`config.mk`:
```
export PLATFORM = sky130hd
export DESIGN_NAME = irq_wake_ctrl
export DESIGN_NICKNAME = d
export VERILOG_FILES = /design/src/rtl/ie_pkg.sv /design/src/rtl/ie_rst_sync.sv /design/src/rtl/ie_enable_reg.sv /design/src/rtl/ie_irq_gate.sv /design/src/rtl/ie_wake_sel.sv /design/src/rtl/irq_wake_ctrl.sv
export SDC_FILE = /design/constraint.sdc
export NUM_CORES = 1
export LEC_CHECK = 0
export CORE_ASPECT_RATIO = 1.25
export CORE_UTILIZATION = 25
export DETAILED_ROUTE_END_ITERATION = 16
export PLACE_DENSITY = 0.72
export SETUP_SLACK_MARGIN = 0.2
export SLEW_MARGIN = 20
export SYNTH_ARGS = -nofsm -noshare
export SYNTH_HDL_FRONTEND = slang
export SYNTH_SLANG_ARGS = --single-unit
```
`constraint.sdc`:
```
create_clock -name clk -period 0.9 [get_ports clk]
set_input_delay 0.18 -clock clk [delete_from_list [all_inputs] [get_ports clk]]
set_output_delay 0.18 -clock clk [all_outputs]
set_load 0.005 [all_outputs]
```
`src/rtl/ie_pkg.sv`:
```
package ie_pkg;
  // Bit positions inside the enable register.
  localparam int unsigned IE_TMR  = 0;
  localparam int unsigned IE_IC   = 1;
  localparam int unsigned IE_EXT  = 2;
  localparam int unsigned IE_WSEL = 3;
  localparam int unsigned IE_CMP1 = 4;
  localparam int unsigned IE_CMP2 = 5;
  localparam int unsigned IE_USED = 6;
  localparam int unsigned IE_NSRC = 5;

  typedef struct packed {
    logic cmp2;
    logic cmp1;
    logic ext;
    logic ic;
    logic tmr;
  } ie_src_t;
endpackage

```
`src/rtl/ie_rst_sync.sv`:
```
module ie_rst_sync #(
  parameter int unsigned STAGES = 2
) (
  input  logic clk,
  input  logic rst_n,
  output logic rst_n_sync
);
  logic [STAGES-1:0] sync_q;
  logic [STAGES-1:0] sync_d;

  always_comb begin
    sync_d = {sync_q[STAGES-2:0], 1'b1};
  end

  always_ff @(posedge clk or negedge rst_n) begin
    if (!rst_n) sync_q <= '0;
    else        sync_q <= sync_d;
  end

  assign rst_n_sync = sync_q[STAGES-1];
endmodule

```
`src/rtl/ie_enable_reg.sv`:
```
module ie_enable_reg
  import ie_pkg::*;
#(
  parameter int unsigned DATA_W = 8
) (
  input  logic              clk,
  input  logic              rst_n,
  input  logic              wr_en,
  input  logic [DATA_W-1:0] wdata,
  output logic [DATA_W-1:0] en_q
);
  localparam logic [DATA_W-1:0] KEEP_MASK = DATA_W'((1 << IE_USED) - 1);

  logic [DATA_W-1:0] en_d;

  always_comb begin
    en_d = en_q;
    if (wr_en) en_d = wdata & KEEP_MASK;
  end

  always_ff @(posedge clk or negedge rst_n) begin
    if (!rst_n) en_q <= '0;
    else        en_q <= en_d;
  end

  // without a write strobe the register keeps its value
  a_r10_hold: assert property (@(posedge clk) disable iff (!rst_n)
    !wr_en |=> $stable(en_q));
  // unused upper bits never become set
  a_r3_upper_zero: assert property (@(posedge clk) disable iff (!rst_n)
    wr_en |=> (en_q >> IE_USED) == '0);
endmodule

```
`src/rtl/ie_irq_gate.sv`:
```
module ie_irq_gate
  import ie_pkg::*;
(
  input  logic               clk,
  input  logic               rst_n,
  input  logic               gie_set,
  input  logic               gie_clr,
  input  ie_src_t            flags,
  input  ie_src_t            enables,
  output logic               irq
);
  logic gie_q;
  logic gie_d;
  logic [IE_NSRC-1:0] masked;

  always_comb begin
    gie_d = gie_q;
    if (gie_set) gie_d = 1'b1;
    if (gie_clr) gie_d = 1'b0;
  end

  always_ff @(posedge clk or negedge rst_n) begin
    if (!rst_n) gie_q <= 1'b0;
    else        gie_q <= gie_d;
  end

  for (genvar i = 0; i < IE_NSRC; i++) begin : g_mask
    assign masked[i] = flags[i] & enables[i];
  end

  assign irq = gie_q & (|masked);

  // set strobe alone turns the global enable on
  a_r5_set: assert property (@(posedge clk) disable iff (!rst_n)
    (gie_set && !gie_clr) |=> gie_q);
  // clear strobe always wins
  a_r6_clr_wins: assert property (@(posedge clk) disable iff (!rst_n)
    gie_clr |=> !gie_q);
  // no request while globally disabled
  a_r4_gated: assert property (@(posedge clk) disable iff (!rst_n)
    !gie_q |-> !irq);
endmodule

```
`src/rtl/ie_wake_sel.sv`:
```
module ie_wake_sel (
  input  logic clk,
  input  logic rst_n,
  input  logic sel_cmp,
  input  logic ic_flag,
  input  logic ic_en,
  input  logic cmp1_flag,
  input  logic cmp1_en,
  input  logic cmp2_flag,
  input  logic cmp2_en,
  output logic wake
);
  logic port_wake;
  logic cmp_wake;

  always_comb begin
    port_wake = ic_flag & ic_en;
    cmp_wake  = (cmp1_flag & cmp1_en) | (cmp2_flag & cmp2_en);
    wake      = sel_cmp ? cmp_wake : port_wake;
  end

  // in port mode only the input-change flag can wake
  a_r7_port_only: assert property (@(posedge clk) disable iff (!rst_n)
    (!sel_cmp && !ic_flag) |-> !wake);
  // in comparator mode the input-change flag alone cannot wake
  a_r8_cmp_only: assert property (@(posedge clk) disable iff (!rst_n)
    (sel_cmp && !cmp1_flag && !cmp2_flag) |-> !wake);
endmodule

```
`src/rtl/irq_wake_ctrl.sv`:
```
module irq_wake_ctrl
  import ie_pkg::*;
#(
  parameter int unsigned DATA_W      = 8,
  parameter int unsigned SYNC_STAGES = 2
) (
  input  logic              clk,
  input  logic              rst_n,
  input  logic              reg_wr_en,
  input  logic [DATA_W-1:0] reg_wdata,
  output logic [DATA_W-1:0] reg_rdata,
  input  logic              gie_set,
  input  logic              gie_clr,
  input  logic              flag_tmr,
  input  logic              flag_ic,
  input  logic              flag_ext,
  input  logic              flag_cmp1,
  input  logic              flag_cmp2,
  output logic              irq_o,
  output logic              wake_o
);
  logic              rst_n_int;
  logic [DATA_W-1:0] en_q;
  ie_src_t           src_flags;
  ie_src_t           src_en;

  ie_rst_sync #(.STAGES(SYNC_STAGES)) u_rst_sync (
    .clk        (clk),
    .rst_n      (rst_n),
    .rst_n_sync (rst_n_int)
  );

  ie_enable_reg #(.DATA_W(DATA_W)) u_enable_reg (
    .clk   (clk),
    .rst_n (rst_n_int),
    .wr_en (reg_wr_en),
    .wdata (reg_wdata),
    .en_q  (en_q)
  );

  always_comb begin
    src_flags.tmr  = flag_tmr;
    src_flags.ic   = flag_ic;
    src_flags.ext  = flag_ext;
    src_flags.cmp1 = flag_cmp1;
    src_flags.cmp2 = flag_cmp2;
    src_en.tmr     = en_q[IE_TMR];
    src_en.ic      = en_q[IE_IC];
    src_en.ext     = en_q[IE_EXT];
    src_en.cmp1    = en_q[IE_CMP1];
    src_en.cmp2    = en_q[IE_CMP2];
  end

  ie_irq_gate u_irq_gate (
    .clk     (clk),
    .rst_n   (rst_n_int),
    .gie_set (gie_set),
    .gie_clr (gie_clr),
    .flags   (src_flags),
    .enables (src_en),
    .irq     (irq_o)
  );

  ie_wake_sel u_wake_sel (
    .clk       (clk),
    .rst_n     (rst_n_int),
    .sel_cmp   (en_q[IE_WSEL]),
    .ic_flag   (flag_ic),
    .ic_en     (en_q[IE_IC]),
    .cmp1_flag (flag_cmp1),
    .cmp1_en   (en_q[IE_CMP1]),
    .cmp2_flag (flag_cmp2),
    .cmp2_en   (en_q[IE_CMP2]),
    .wake      (wake_o)
  );

  assign reg_rdata = en_q;

  // outputs quiet while the register is clear
  a_r1_idle: assert property (@(posedge clk) disable iff (!rst_n_int)
    (en_q == '0) |-> (!irq_o && !wake_o));
endmodule

```
==> results of run 1 <==
-- metrics by stage --
step | worst slack, ns | std cells
floorplan | -0.0635 | 32
global placement | -0.792 | 74
detailed placement | -0.827 | 74
CTS | -0.529 | 84
global route | -0.576 | 84
finish | -0.491 | 84
-- what timing repair did --
action	in CTS	in global routing
endpoints found under the setup margin	15	15
pin swaps	3	2
endpoints found under the hold margin	0	0
gates cloned	0	0
setup buffers	6	0
resized for setup	46	4
hold buffers	0	0
-- cell type report --
type	instances	area, um2	share of cell area
multi-input cells	16	163	0.199
clock buffers	3	22.5	0.0276
flip-flops and latches	9	225	0.276
clock inverters	1	5.00	0.00613
well taps	18	22.5	0.0276
repair buffers	37	378	0.463
-- power breakdown --
| group | total (mW) | switching, mW | internal, mW |
|---|---|---|---|
| Clock | 0.302 | 0.138 | 0.163 |
| Combinational | 0.360 | 0.0958 | 0.265 |
| Sequential | 0.467 | 0.0279 | 0.439 |
-- routing by layer --
| metal | share of wire | track usage |
|---|---|---|
| met1 | 0.39 | 0.128 |
| met2 | 0.56 | 0.183 |
| met3 | 0.056 | 0.0274 |
| met4 | 0 | 0.0414 |
| met5 | 0 | 0 |
-- cell usage in the layout, fill, tap and decap left out --
cell type         n
a21boi_1          1
a222oi_1          1
a22oi_2           1
buf_12            1
buf_2             3
buf_4             3
buf_6            15
clkbuf_4          3
clkdlybuf4s50_1  13
clkinv_2          1
conb_1            3
dfrtp_1           9
dlygate4sd2_1     1
dlymetal6s2s_1    1
mux2_4            6
mux2i_1           1
nand2_2           1
nor2_1            1
nor2_4            1
-- worst min-delay path by stage --
stage / startpoint / end / cells after the start
detailed placement: u_rst_sync.sync_q[1] / u_irq_gate.gie_q / 0
finish: rst_n / u_rst_sync.sync_q[0] / 1
global placement: u_rst_sync.sync_q[1] / u_enable_reg.en_q[4] / 0
global route: rst_n / u_rst_sync.sync_q[1] / 1
CTS: rst_n / u_rst_sync.sync_q[0] / 1
floorplan: rst_n / u_rst_sync.sync_q[0] / 0
-- cell families (layout without fill, tap and decap cells) --
kind of cell,after synthesis,in the layout,synth area share
mux,7,7,0.235
simple gates,3,3,0.0265
flops,9,9,0.529
buf+inv,7,41,0.132
compound gates,3,3,0.0588
other cells,2,3,0.0177
-- cells in the mapped netlist (all sizes together) --
cell	number	area, um2
dfrtp	9	225
buf	7	56.3
mux2	6	90.1
conb	2	7.51
nor2	2	7.51
a21boi	1	7.51
a222oi	1	10.0
a22oi	1	7.51
mux2i	1	10.0
nand2	1	3.75
-- state kept, by name (all words and copies together) (netlist names) --
register,count
u_rst_sync.sync_q,2
u_irq_gate.gie_q,1
u_enable_reg.en_q,6
==> flow_summary_export.csv, run 1 <==
group,metric,value,unit
status,status,"complete, but fails checks",
status,failed_checks,"setup timing",
die,io_pins,28,
clock_network,insertion_delay,0.25,ns
synthesis,synth_area_per_cell,13.7,um2
timing,whs,0.0800,ns
timing,maxSlewViolCount,0,
worst_setup_path,cp.arrival,1.21,ns
worst_setup_path,crit_required,0.72,ns
detailed_routing,wl_per_cell,10.8,um
finish,design_area,816,um2
timing,final.setup_skew,0.00565,ns
clock_network,cts.clk_slew.worst_paths,0.06,ns
finish,drive_gt1_frac,0.530,
global_route,grt_first_pass_wirelength,1340,um
synthesis,syn_area,425,um2
pwr,leakage,0.401,nW
finish,fillers,139,
finish,final_util,0.516,
placed_design,place_congestion,0.553,
finish,antenna_cells,0,
detailed_routing,drt_iter0_markers,7,
global_route,grt_max_degree,8,
detailed_routing,drc_errors,0,
worst_setup_path,slowest_stage,"dfrtp_1",
timing,rsz0062_at_grt,"true",
timing,fmax,719,MHz
worst_setup_path,worst_r2r_path_depth,4,
global_route,first_global_vias,323,
die,die_w,38.9,um
die,core_area,0.00158,mm2
job,drv_cap,0,
timing,setup_tns,-2.65,ns
worst_setup_path,timing.rr.end,"u_enable_reg.en_q[1]",
synthesis,ys_ff_latch,9,
global_route,grt_util_all_layers,0.107,
die,rows,16,
worst_setup_path,r2r-start,"u_enable_reg.en_q[1]",
clock_network,clkSinkCount,9,
detailed_routing,vias,346,
worst_setup_path,r2r_slack,-0.19,ns
timing,final.min_clock_period,1.39,ns
detailed_routing,drt-pass1-iter-count,4,
clock_network,ctsLongestPathBuffers,2,
synthesis,synth-seq-area-share,0.529,
pwr,cellPowerDensity,1380,mW/mm2
worst_setup_path,end_kind,"output port",
clock_network,cts_root_buffer,"clkbuf_4",
placed_design,io_buffers,23,
die,die_y,48.1,um
worst_setup_path,start_kind,"flip-flop",
worst_setup_path,crit_path_start,"u_enable_reg.en_q[1]",
finish,area_growth,91.8,%
worst_setup_path,crit_type,"flip-flop to output port",
synthesis,synthCells,31,
worst_setup_path,crit_path_end,"irq_o",
worst_setup_path,path_max_fanout,2,
timing,min_period_over_period,1.55,
clock_network,cts_buffers,3,
detailed_routing,antenna_left,0,
worst_setup_path,worst_path_largest_cell_delay,0.38,ns
timing,setup_ws,-0.491,ns
worst_setup_path,critical_path_depth,3,
timing,hold_viol_final,0,
hold_path,hp-class,"input pin to async pin",
clock_network,cts_tree,"built",
worst_setup_path,crit_buf_inv,1,
die,dieArea,0.00187,mm2
detailed_routing,via_per_inst,4.12,
global_route,overflow,0,
synthesis,ys_types,11,
detailed_routing,drt-total-wl,904,um
pwr,p_total,1.13,mW
die,start_util,0.269,
finish,fin_nets,85,
global_route,antenna_found_initial,0,
worst_setup_path,cpLargestDelayFamily,"compound AO/OA/AOI/OAI gates",
timing,setup_violations,11,
worst_setup_path,crit_chain,"a222oi_1 -> a21boi_1 -> buf_2",
synthesis,ys_warn_count,0,
clock_network,ctsHtreeMaxLevel,1,
pwr,vdd.ir_drop.worst,0.718,mV
placed_design,place_area,703,um2
(Power assumes the default switching activity.)
==> run 2: changes to the inputs <==
--- a/config.mk
+++ b/config.mk
@@ -5,11 +5,13 @@
 export SDC_FILE = /design/constraint.sdc
 export NUM_CORES = 1
 export LEC_CHECK = 0
-export CORE_ASPECT_RATIO = 1.25
+export CAP_MARGIN = 0
+export CORE_ASPECT_RATIO = 1.1
 export CORE_UTILIZATION = 25
 export DETAILED_ROUTE_END_ITERATION = 16
 export PLACE_DENSITY = 0.72
 export SETUP_SLACK_MARGIN = 0.2
+export SKIP_CTS_REPAIR_TIMING = 1
 export SLEW_MARGIN = 20
 export SYNTH_ARGS = -nofsm -noshare
 export SYNTH_HDL_FRONTEND = slang
==> run 2 against run 1 <==
  * The run still ends with setup timing left
  * Worst setup slack gained 0.0036 ns
  * Highest routed layer unchanged
  * Sequential share of layout area grew 2.0 points
  * Critical path depth is the same
  * Register-to-register slack gained 0.09 ns
  * Via count shrank 2.3%
  * First-iteration DRC count shrank 43%
  * Utilization shrank 3.4 points
  * Critical path type unchanged
==> flow_summary_export.csv, run 2 (synthesis results as in run 1) <==
group,metric,value,unit
status,status,"complete, but fails checks",
status,failed_checks,"setup timing",
worst_setup_path,timing.rr.end,"u_enable_reg.en_q[3]",
pwr,p_total,1.08,mW
detailed_routing,drt-pass1-iter-count,4,
timing,setup_violations,10,
global_route,grt_first_pass_wirelength,1240,um
detailed_routing,via_per_inst,4.17,
detailed_routing,drt-total-wl,911,um
pwr,combPwrFrac,0.287,
pwr,vdd.ir_drop.worst,1.01,mV
global_route,antenna_found_initial,0,
clock_network,cts_tree,"built",
finish,largestRegisters,"u_enable_reg.en_q x6, u_rst_sync.sync_q x2, u_irq_gate.gie_q x1",
clock_network,cts.clk_slew.worst_paths,0.06,ns
pwr,leakage,0.376,nW
die,die_w,41.3,um
hold_path,hp-class,"input pin to async pin",
finish,final_cell_mix,"clkdlybuf4s50_1 (14), buf_6 (9), dfrtp_1 (9), clkbuf_2 (7), mux2_4 (6)",
worst_setup_path,worst_r2r_path_depth,3,
worst_setup_path,start_kind,"flip-flop",
timing,final.setup_skew,0.00364,ns
worst_setup_path,r2r-start,"u_enable_reg.en_q[3]",
die,dieArea,0.00187,mm2
detailed_routing,drt_iter0_markers,4,
timing,fmax,721,MHz
finish,drive_gt1_frac,0.484,
worst_setup_path,cp.arrival,1.21,ns
detailed_routing,wl_per_cell,11.2,um
detailed_routing,drc_errors,0,
clock_network,cts_buffers,3,
worst_setup_path,end_kind,"output port",
finish,largest_reg_flops,6,
finish,fin_nets,83,
worst_setup_path,r2r_slack,-0.10,ns
worst_setup_path,crit_type,"flip-flop to output port",
finish,final_common_cell,"clkdlybuf4s50_1",
timing,hold_viol_final,0,
clock_network,clkSinkCount,9,
clock_network,insertion_delay,0.26,ns
finish,antenna_cells,0,
worst_setup_path,path_max_fanout,2,
die,core_area,0.00158,mm2
finish,area_growth,78.5,%
job,drv_cap,0,
global_route,grt_util_all_layers,0.108,
worst_setup_path,crit_required,0.72,ns
timing,final.min_clock_period,1.39,ns
pwr,p_int,0.837,mW
pwr,power.switching,0.246,mW
die,rows,15,
global_route,grt_max_degree,8,
timing,maxSlewViolCount,0,
pwr,clkPwrFrac,0.281,
global_route,first_global_vias,310,
die,io_pins,28,
detailed_routing,antenna_left,0,
finish,regMostFlops,"u_enable_reg.en_q",
placed_design,io_buffers,23,
global_route,overflow,0,
clock_network,ctsLongestPathBuffers,2,
timing,min_period_over_period,1.54,
timing,rsz0062_at_grt,"true",
pwr,cellPowerDensity,1430,mW/mm2
detailed_routing,vias,338,
finish,final_util,0.482,
die,start_util,0.270,
pwr,p_sw_frac,0.227,
placed_design,place_congestion,0.552,
die,die_y,45.3,um
clock_network,cts_root_buffer,"clkbuf_4",
clock_network,ctsHtreeMaxLevel,1,
timing,setup_ws,-0.487,ns
pwr,pwr-share-seq,0.432,
==> run 2: per-stage QoR <==
step	hold WS (ns)	instances	area (um2)	setup TNS, ns	worst slack (ns)
3_5_place_dp	0.117	73	702	-4.79	-0.782
5_1_grt	0.0659	81	759	-2.54	-0.601
4_1_cts	0.0725	77	728	-4.90	-0.806
3_3_place_gp	0.119	73	702	-4.74	-0.792
2_1_floorplan	-0.116	32	434	-0.0635	-0.0635
6_report	0.0838	81	759	-2.06	-0.487
==> run 2: area by class of cell <==
type	instances	area, um2
timing repair buffer	35	332
fill	162	817
sequential	9	225
multi-input combinational	16	155
clock buffer	4	26.3
tap	17	21.3
==> run 2: critical path, cell delays in order, from the launching register on <==
cell	delay (ns)
dfrtp_1	0.37
a222oi_1	0.34
a21boi_1	0.12
clkbuf_2	0.12
==> run 2: worst max-delay path by stage <==
stage	to	slack (ns)	cells past startpoint	from
2_1_floorplan	irq_o	-0.06	2	u_enable_reg.en_q[1]
3_3_place_gp	irq_o	-0.79	4	flag_ic
3_5_place_dp	irq_o	-0.78	4	flag_ic
4_1_cts	irq_o	-0.81	3	u_enable_reg.en_q[1]
5_1_grt	irq_o	-0.60	3	u_enable_reg.en_q[1]
6_report	irq_o	-0.49	3	u_enable_reg.en_q[1]
==> run 2: routing by layer <==
| metal | up-vias | global-route usage | wire (um) |
|---|---|---|---|
| met5 | - | 0 | 0 |
| met4 | 0 | 0.0387 | 0 |
| met3 | 0 | 0.0887 | 84 |
| met2 | 19 | 0.144 | 469 |
| met1 | 159 | 0.129 | 357 |
| li1 | 160 | - | - |
==> run 2: power by group through the flow <==
stage                     clock network [mW]  logic, mW  registers [mW]
after floorplan                            0      0.115           0.474
after global placement                     0      0.287           0.471
after detailed placement                   0      0.289           0.473
after CTS                              0.322      0.290           0.465
after global routing                   0.349      0.338           0.472
final                                  0.305      0.310           0.468
==> run 3: changes to the inputs <==
--- a/config.mk
+++ b/config.mk
@@ -12,7 +12,7 @@
 export PLACE_DENSITY = 0.72
 export SETUP_SLACK_MARGIN = 0.2
 export SKIP_CTS_REPAIR_TIMING = 1
-export SLEW_MARGIN = 20
+export SLEW_MARGIN = 25
 export SYNTH_ARGS = -nofsm -noshare
 export SYNTH_HDL_FRONTEND = slang
 export SYNTH_SLANG_ARGS = --single-unit
==> results of run 3 <==
Same layout as run 2: the final DEF is identical, and so are final timing and power.
